$ cat config.mk
export PLATFORM = sky130hd
export DESIGN_NAME = i2s_tx_top
export DESIGN_NICKNAME = d
export VERILOG_FILES = /design/src/rtl/i2s_tx_pkg.sv /design/src/rtl/i2s_tx_ctrl.sv /design/src/rtl/i2s_tx_datapath.sv /design/src/rtl/i2s_tx_top.sv
export SDC_FILE = /design/constraint.sdc
export NUM_CORES = 1
export LEC_CHECK = 0
export ABC_AREA = 0
export ABC_CLOCK_PERIOD_IN_PS = 2800
export BUFFER_PORTS_ARGS = -buffer_cell sky130_fd_sc_hd__buf_2
export CAP_MARGIN = 20
export CORE_ASPECT_RATIO = 1.4
export CORE_MARGIN = 2
export CORE_UTILIZATION = 53
export DETAILED_ROUTE_END_ITERATION = 10
export GPL_TIMING_DRIVEN = 0
export PLACE_DENSITY = 0.77
export SLEW_MARGIN = 20
export SYNTH_ARGS = -nofsm -noshare
export SYNTH_HDL_FRONTEND = slang
export SYNTH_SLANG_ARGS = --single-unit
$ cat constraint.sdc
create_clock -name clk -period 2.8 [get_ports clk]
set_input_delay 0.84 -clock clk [delete_from_list [all_inputs] [get_ports clk]]
set_output_delay 0.84 -clock clk [all_outputs]
set_load 0.02 [all_outputs]
$ cat src/rtl/i2s_tx_pkg.sv
package i2s_tx_pkg;
  localparam int SAMPLE_W = 32;
  localparam int CHAN_W   = 3;
  localparam int NUM_CH   = 1 << CHAN_W;
  localparam int GROUP_W  = NUM_CH / 2;

  localparam logic [1:0] FMT_I2S  = 2'd0;
  localparam logic [1:0] FMT_LJ   = 2'd1;
  localparam logic [1:0] FMT_TDM  = 2'd2;
  localparam logic [1:0] FMT_TDML = 2'd3;

  localparam logic [2:0] LEN_C16 = 3'd5;
  localparam logic [2:0] LEN_C8  = 3'd7;

  typedef struct packed {
    logic tick;       // bit period strobe
    logic slotEdge;   // first bit of a slot
    logic loadWord;   // take held word into the shifter
    logic takeHigh;   // use upper half of a compact word
    logic reuseLast;  // resend last loaded sample
    logic capture;    // accept inData into holding register
  } txStrobe_t;
endpackage

$ cat src/rtl/i2s_tx_ctrl.sv
module i2s_tx_ctrl
  import i2s_tx_pkg::*;
(
  input  logic                clk,
  input  logic                rstN,
  input  logic                bitTick,
  input  logic                slotStart,
  input  logic                frameStart,
  input  logic [2:0]          lenCode,
  input  logic                monoEn,
  input  logic                repeatLast,
  input  logic                enCmd,
  input  logic                disCmd,
  input  logic                inValid,
  output logic                inReady,
  input  logic [NUM_CH-1:0]   flagSet,
  input  logic                sumSet,
  input  logic [NUM_CH-1:0]   flagClr,
  input  logic                sumClr,
  output logic [NUM_CH-1:0]   flags,
  output logic                summary,
  output txStrobe_t           strb
);
  logic              wantOn, active, holdFull, halfUsed;
  logic [CHAN_W-1:0] slotCnt, chanNow;
  logic              slotEdge, activeNow, isCompact;
  logic              loadW, high, reuse, evt, consume, setHalf, accept;
  logic [NUM_CH-1:0] evtVec;

  assign slotEdge  = bitTick && slotStart;
  assign chanNow   = frameStart ? '0 : slotCnt + 1'b1;
  assign activeNow = frameStart ? wantOn : active;
  assign isCompact = (lenCode == LEN_C16) || (lenCode == LEN_C8);
  assign accept    = inValid && !holdFull;
  assign inReady   = !holdFull;

  always_comb begin
    loadW = 1'b0; high = 1'b0; reuse = 1'b0;
    evt = 1'b0; consume = 1'b0; setHalf = 1'b0;
    if (slotEdge && activeNow) begin
      if (monoEn && chanNow[0]) begin
        reuse = 1'b1;
      end else if (halfUsed) begin
        loadW = 1'b1; high = 1'b1; consume = 1'b1;
      end else if (holdFull) begin
        loadW = 1'b1;
        if (isCompact) setHalf = 1'b1;
        else           consume = 1'b1;
      end else begin
        evt = 1'b1; reuse = repeatLast;
      end
    end
  end

  always_comb begin
    evtVec = '0;
    if (evt) evtVec[chanNow] = 1'b1;
  end

  assign strb = '{tick: bitTick, slotEdge: slotEdge, loadWord: loadW,
                  takeHigh: high, reuseLast: reuse, capture: accept};

  always_ff @(posedge clk) begin
    if (!rstN) begin
      wantOn   <= 1'b0;
      active   <= 1'b0;
      holdFull <= 1'b0;
      halfUsed <= 1'b0;
      slotCnt  <= '0;
      flags    <= '0;
      summary  <= 1'b0;
    end else begin
      if (disCmd)     wantOn <= 1'b0;
      else if (enCmd) wantOn <= 1'b1;
      if (slotEdge) begin
        slotCnt <= chanNow;
        active  <= activeNow;
      end
      if (accept)       holdFull <= 1'b1;
      else if (consume) holdFull <= 1'b0;
      if (setHalf)      halfUsed <= 1'b1;
      else if (consume) halfUsed <= 1'b0;
      flags   <= (flags & ~flagClr) | flagSet | evtVec;
      summary <= (summary & ~sumClr) | sumSet | evt;
    end
  end
endmodule

$ cat src/rtl/i2s_tx_datapath.sv
module i2s_tx_datapath
  import i2s_tx_pkg::*;
(
  input  logic                clk,
  input  logic                rstN,
  input  txStrobe_t           strb,
  input  logic [1:0]          fmt,
  input  logic [2:0]          lenCode,
  input  logic [SAMPLE_W-1:0] inData,
  output logic                txBit
);
  logic [SAMPLE_W-1:0] holdWord, lastSample, shifter, chosen, aligned;
  logic                delayed;

  assign delayed = (fmt == FMT_I2S) || (fmt == FMT_TDM);

  // MSB-justify the selected sample; low bits fill with zeros
  always_comb begin
    unique case (lenCode)
      3'd0:    aligned = holdWord;
      3'd1:    aligned = {holdWord[23:0], 8'b0};
      3'd2:    aligned = {holdWord[19:0], 12'b0};
      3'd3:    aligned = {holdWord[17:0], 14'b0};
      3'd4:    aligned = {holdWord[15:0], 16'b0};
      3'd5:    aligned = strb.takeHigh ? {holdWord[31:16], 16'b0}
                                       : {holdWord[15:0], 16'b0};
      3'd6:    aligned = {holdWord[7:0], 24'b0};
      default: aligned = strb.takeHigh ? {holdWord[15:8], 24'b0}
                                       : {holdWord[7:0], 24'b0};
    endcase
  end

  always_comb begin
    if (strb.loadWord)       chosen = aligned;
    else if (strb.reuseLast) chosen = lastSample;
    else                     chosen = '0;
  end

  always_ff @(posedge clk) begin
    if (!rstN) begin
      holdWord   <= '0;
      lastSample <= '0;
      shifter    <= '0;
      txBit      <= 1'b0;
    end else begin
      if (strb.capture) holdWord <= inData;
      if (strb.tick) begin
        if (strb.slotEdge) begin
          if (strb.loadWord) lastSample <= aligned;
          txBit   <= delayed ? 1'b0 : chosen[SAMPLE_W-1];
          shifter <= delayed ? chosen : {chosen[SAMPLE_W-2:0], 1'b0};
        end else begin
          txBit   <= shifter[SAMPLE_W-1];
          shifter <= {shifter[SAMPLE_W-2:0], 1'b0};
        end
      end
    end
  end
endmodule

$ cat src/rtl/i2s_tx_top.sv
module i2s_tx_top
  import i2s_tx_pkg::*;
(
  input  logic        clk,
  input  logic        rstN,
  input  logic        bitTick,
  input  logic        slotStart,
  input  logic        frameStart,
  input  logic [1:0]  fmt,
  input  logic [2:0]  lenCode,
  input  logic        monoEn,
  input  logic        repeatLast,
  input  logic        loopEn,
  input  logic        enCmd,
  input  logic        disCmd,
  input  logic [31:0] inData,
  input  logic        inValid,
  output logic        inReady,
  output logic        sdOut,
  output logic        loopOut,
  input  logic [3:0]  urSetLo,
  input  logic [3:0]  urSetHi,
  input  logic        urSetSum,
  input  logic [3:0]  urClrLo,
  input  logic [3:0]  urClrHi,
  input  logic        urClrSum,
  output logic [3:0]  urChanLo,
  output logic [3:0]  urChanHi,
  output logic        urSummary
);
  txStrobe_t         strb;
  logic [NUM_CH-1:0] flags;
  logic              txBit;

  i2s_tx_ctrl u_ctrl (
    .clk(clk), .rstN(rstN), .bitTick(bitTick), .slotStart(slotStart),
    .frameStart(frameStart), .lenCode(lenCode), .monoEn(monoEn),
    .repeatLast(repeatLast), .enCmd(enCmd), .disCmd(disCmd),
    .inValid(inValid), .inReady(inReady),
    .flagSet({urSetHi, urSetLo}), .sumSet(urSetSum),
    .flagClr({urClrHi, urClrLo}), .sumClr(urClrSum),
    .flags(flags), .summary(urSummary), .strb(strb)
  );

  i2s_tx_datapath u_dp (
    .clk(clk), .rstN(rstN), .strb(strb), .fmt(fmt), .lenCode(lenCode),
    .inData(inData), .txBit(txBit)
  );

  assign urChanLo = flags[GROUP_W-1:0];
  assign urChanHi = flags[NUM_CH-1:GROUP_W];
  assign loopOut  = txBit;
  assign sdOut    = txBit && !loopEn;
endmodule

=== After elaboration in Yosys (flattened, before gate mapping) ===
Cells that the tools add are included.

* Latch bits: 0
* Output and inout port bits: 12
* Memory bits (read-only): 0
* Logic and storage cells: 89
* RAM bits: 0
* Flip-flop bits (word level): 113
* Input port bits: 66
* Memories kept: 0

* Bitwise operators: 9
* Divide/modulo/power cells: 0
* Reduce and logical (&&, ||, !) cells: 16
* Equal/unequal tests: 8
* Mux-type cells: 42
* Shift operators: 0
* Multiply operators: 0
* Order comparisons: 2
* $add $sub $neg: 1

{| class="wikitable"
|+ Operators with widths
! operator !! number
|-
| 32-bit case mux with 7 select lines || 1
|-
| 32-bit 2-to-1 mux || 6
|-
| 1-bit 2-to-1 mux || 32
|-
| 8-bit bitwise OR || 2
|-
| 3-bit == test, second input constant || 4
|-
| 8-bit bitwise AND || 1
|-
| 8-bit 2-to-1 mux || 1
|-
| 8-bit inverter || 1
|-
| 3-bit by 2-bit == test with 1-bit output, second input constant || 2
|-
| 1-bit logical AND || 6
|-
| 3-bit by 4-bit < comparator with 1-bit output, second input constant || 1
|-
| 2-bit nonzero test || 2
|-
| 3-bit by 1-bit adder with 3-bit output, second input constant || 1
|-
| 1-bit demux with 3-bit select || 1
|-
| 3-bit by 1-bit == test with 1-bit output, second input constant || 1
|-
| 3-bit by 1-bit greater-or-equal comparator with 1-bit output, second input constant || 1
|-
| 3-bit logical NOT || 1
|-
| 3-bit 2-to-1 mux || 1
|-
| 3-bit AND reduction || 1
|-
| 2-bit == test, second input constant || 1
|-
| 1-bit logical NOT || 2
|-
| 2-bit logical NOT || 1
|-
| 1-bit logical OR || 2
|-
| 1-bit inverter || 2
|-
| other kinds (3) || 4
|}

=== Depth between registers and ports, before layout ===
* Depth in word-level cells: 10
* Gate-level depth with buffers: 9
* Gate-level depth less buffers: 6

=== By module ===
Synthesis repeated with hierarchy kept, for this count alone.

* Cell total of the unflattened synthesis: 827
* Area, all modules: 6,906.6 sq um

{| class="wikitable"
|+ By module, submodules not included
! module !! seq. area each (sq um) !! instances !! area each (sq um) !! cells each
|-
| i2s_tx_datapath || 1,941.9 || 1 || 6,070.8 || 726
|-
| i2s_tx_ctrl || 320.3 || 1 || 822.0 || 100
|-
| i2s_tx_top || 0.0 || 1 || 13.8 || 1
|}

=== Worst setup path after synthesis ===
Ideal clock, no wire load.

* Kind: input -> register
* Start point: in lenCode[0]
* End point: reg u_dp.shifter[21]
* Stages: 8
* Setup time: 133 ps
* Buffers on the path: 3
* Arrival time: 2,567 ps
* Path slack: 101 ps
* Required time: 2,667 ps
* Cells stage by stage: clkbuf_1 clkbuf_1 buf_1 mux4_2 a222oi_1 o21ai_0 o21ai_0 a21oi_1

* Word-level cells in the longest chain between the ends: 5
* Elaborated cells on any way between the ends: 11
* Classes of those cells: 6 x eq/ne; 4 x mux; 1 x reduce/logical

{| class="wikitable"
|+ RTL lines
! item !! RTL line !! RTL
|-
| start: declaration || i2s_tx_top.sv:10 || <nowiki>input logic [2:0] lenCode,</nowiki>
|-
| 3-bit == test (tied with other cells) || i2s_tx_datapath.sv:19 || <nowiki>unique case (lenCode)</nowiki>
|-
| 32-bit case mux with 7 select lines * || i2s_tx_datapath.sv:19 ||
|-
| 32-bit 2-to-1 mux * || i2s_tx_datapath.sv:34 || <nowiki>if (strb.loadWord) chosen = aligned;</nowiki>
|-
| 32-bit 2-to-1 mux * || i2s_tx_datapath.sv:51 || <nowiki>shifter <= delayed ? chosen : {chosen[SAMPLE_W-2:0], 1'b0};</nowiki>
|-
| 32-bit 2-to-1 mux * || i2s_tx_datapath.sv:48 || <nowiki>if (strb.slotEdge) begin</nowiki>
|-
| end signal: assignment || i2s_tx_datapath.sv:51 ||
|-
| end signal: assignment || i2s_tx_datapath.sv:54 || <nowiki>shifter <= {shifter[SAMPLE_W-2:0], 1'b0};</nowiki>
|-
| end: declaration || i2s_tx_datapath.sv:12 || <nowiki>logic [SAMPLE_W-1:0] holdWord, lastSample, shifter, chosen, aligned;</nowiki>
|}

Every way passes the cells marked *; elsewhere a longest branch is shown, timed or not.
A chain may end at the register's enable or synchronous reset.

=== Worst setup path in the final report ===
* Start point: in lenCode[1]
* End point: reg u_dp.shifter[8]

Same word-level chain as after synthesis.

==> reports/summary.txt <==
status - completed
die height - 133 microns
worst slew pin tran - 0.733 ns
final setup vio count - 0
Final Hold Vio Count - 0
setup_tns - 0 ns
Design Power - 4.39 mW
Mean Syn Cell Area - 7.92 sq um
drt first pass iters - 8
Max Transition Viols Final - 0
CTS tree - done
die area - 12800 sq um
Detailed Route WL - 19.2 mm
Cell Area, Placed - 6860 sq um
Leakage - 2.78 nW
IO buf count - 72
Final Non-Filler Cells - 1049
Top FF cell, synth - dfxtp_1
WHS Path Cells - 2
Synth async-reset ratio - 0
Crit Path Class - in2reg
crit share post-route - 0.979
largest fanout on the critical path - 10
Crit. End Element - flip-flop
total track usage - 0.311
DP Worst Slack - -0.578 ns
number of core rows - 47
hpwl dp - 14.3 mm
detailed router's first-iteration violation count - 508
f_max - 365 MHz
via count - 6413
final core utilization - 0.646
vias in the first global route - 6165
unrepaired setup endpoints after global routing - no
Post-Syn Area - 6310 sq um
Top delay family on crit path - compound AO/OA/AOI/OAI gates
Tmin final - 2.74 ns
cell count of the worst reg-to-reg path - 7
clock slew at reported path FFs - 0.06 ns
leading cell type in the layout, fill and taps excluded - nand2_1
Initial Utilization - 0.539
Final Skew - 0.00706 ns
data required time of the critical path - 3.15 ns
crit-path cells - buf_2 -> clkbuf_4 -> clkbuf_4 -> nor4_1 -> a22oi_1 -> o21ai_0 -> o21ai_0 -> a31oi_1
Final nets - 956
share of layout cells above drive strength 1 - 0.174
maximum root-to-sink buffer count - 2
initial antenna violation count - 0
CTS sink cnt - 113
CTS buffer count - 17
die width - 96.2 microns
Placed Cells - 1016
Final ANT Viol Nets - 0
Critical Path Stages - 8
GP Congestion - 0.988
I/O pin total - 78
Slew HR - 0.507
Max stage delay on crit path - 0.68 ns
CP Launch Type - input port
post-layout instance area - 7560 sq um
crit path DAT - 3.09 ns
largest net degree at the start of global routing - 17
GR Overflow Total - 0
Tightest Hold Check Type - reg2reg
worst hold margin - 0.463 ns
Buffers & Inverters on Critical Path - 3
drt drc - 0
pwr/cell area - 580 nW/um^2
Post-synth EDFFs - 0
YS warnings - 0
Max stage delay cell, worst path - nor4_1
H-tree levels - 4
synthesis-to-layout area growth - 19.8%
Core Region - 11700 sq um
global-route wire length before repair - 30.8 mm
Ant. Diodes - 0
setup ws final - 0.0594 ns
Syn Nets - 864
Cell variety after synth - 67
clk_lat worst skew - 0.42 ns
Routed wire per std cell - 18.3 microns
clock root cell - clkbuf_16
maximum vdd drop - 0.000437 V
Max Cap Violations - 0
commonest non-fill, non-tap cells in the layout - 151 x nand2_1, 113 x dfxtp_1, 78 x buf_2
Cells after Synth - 797
sequential share of the synthesized area - 0.358
Synth Register Bits - 113
via density per instance - 6.11
==> report_power, final <==
part / switching [mW] / leakage (nW) / internal [mW] / total, mW
clock: 0.807 / 0.267 / 1.33 / 2.14
combinational: 0.312 / 1.58 / 0.204 / 0.515
sequential: 0.0613 / 0.925 / 1.68 / 1.74
total: 1.18 / 2.78 / 3.21 / 4.39
==> cell type report <==
| type | instances | area, sq um |
|---|---|---|
| multi-input combinational | 594 | 3790 |
| fill | 1009 | 4140 |
| sequential | 113 | 2260 |
| timing repair buffer | 74 | 375 |
| inverter | 16 | 60.1 |
| clock inverter | 13 | 138 |
| buffer | 73 | 314 |
| tap | 147 | 184 |
| clock buffer | 19 | 443 |
==> sequential cells by signal, indices dropped and copies added (netlist names) <==
| name | cells |
|---|---|
| u_dp.lastSample | 32 |
| u_ctrl.summary | 1 |
| u_ctrl.wantOn | 1 |
| u_ctrl.active | 1 |
| u_ctrl.holdFull | 1 |
| u_ctrl.slotCnt | 3 |
| u_ctrl.halfUsed | 1 |
| u_dp.txBit | 1 |
| u_dp.shifter | 32 |
| u_dp.holdWord | 32 |
| u_ctrl.flags | 8 |
==> final timing paths <==
kind / start / end / slack (ns)
max reg2reg: u_ctrl.slotCnt[0]$_SDFFE_PN0N_ / u_dp.shifter[27]$_SDFFE_PN0P_ / 0.31
max: lenCode[1] / u_dp.shifter[8]$_SDFFE_PN0P_ / 0.06
min: u_dp.lastSample[26]$_SDFFE_PN0P_ / u_dp.lastSample[26]$_SDFFE_PN0P_ / 0.46
min reg2reg: u_dp.lastSample[26]$_SDFFE_PN0P_ / u_dp.lastSample[26]$_SDFFE_PN0P_ / 0.46
==> cells by family (layout without fill, tap and decap cells) <==
family          count (synthesis)  after routing  share of synthesized area
fa+ha+maj                       1              1                    0.00198
xor+xnor                        2              2                    0.00278
flops                         113            113                      0.358
mux                            43             43                     0.0874
simple gates                  285            285                      0.208
compound gates                263            263                      0.285
buf+inv                        90            195                     0.0565
==> routing by layer <==
layer	wire, microns	up-vias	GRT usage
met5	0	-	0
met4	1030	0	0.174
met3	1370	80	0.0713
met2	9530	318	0.527
met1	7280	2950	0.352
li1	-	3065	-
==> synth_stat cells (all sizes together) (10+ instances only) <==
master,n,area share
nand2,151,0.090
dfxtp,113,0.36
o21ai,66,0.052
clkbuf,56,0.034
a21boi,52,0.062
nor2,43,0.026
nor2b,28,0.028
a21oi,27,0.021
mux2i,27,0.043
a31oi,20,0.020
buf,18,0.013
inv,15,0.0089
and2,14,0.014
nand3,13,0.010
a22oi,11,0.013
a211oi,10,0.013
nor4,10,0.012
==> repair_timing <==
| item | CTS | global route |
|---|---|---|
| pin swaps | 0 | 3 |
| hold buffers | 0 | 0 |
| cloned | 0 | 0 |
| resized for setup | 8 | 28 |
| setup buffers | 0 | 2 |
| endpoints found under the hold margin | 0 | 0 |
| endpoints found under the setup margin | 14 | 29 |
==> worst reg2reg max path, stage by stage, from the launching register on <==
cell      delay (ns)
dfxtp_1         0.37
nor3b_4         0.42
nor4_4          0.14
clkbuf_2        0.24
a221oi_1        0.49
nand3_1         0.28
a221oi_1        0.33
o22ai_1         0.11
(Power assumes the default switching activity.)
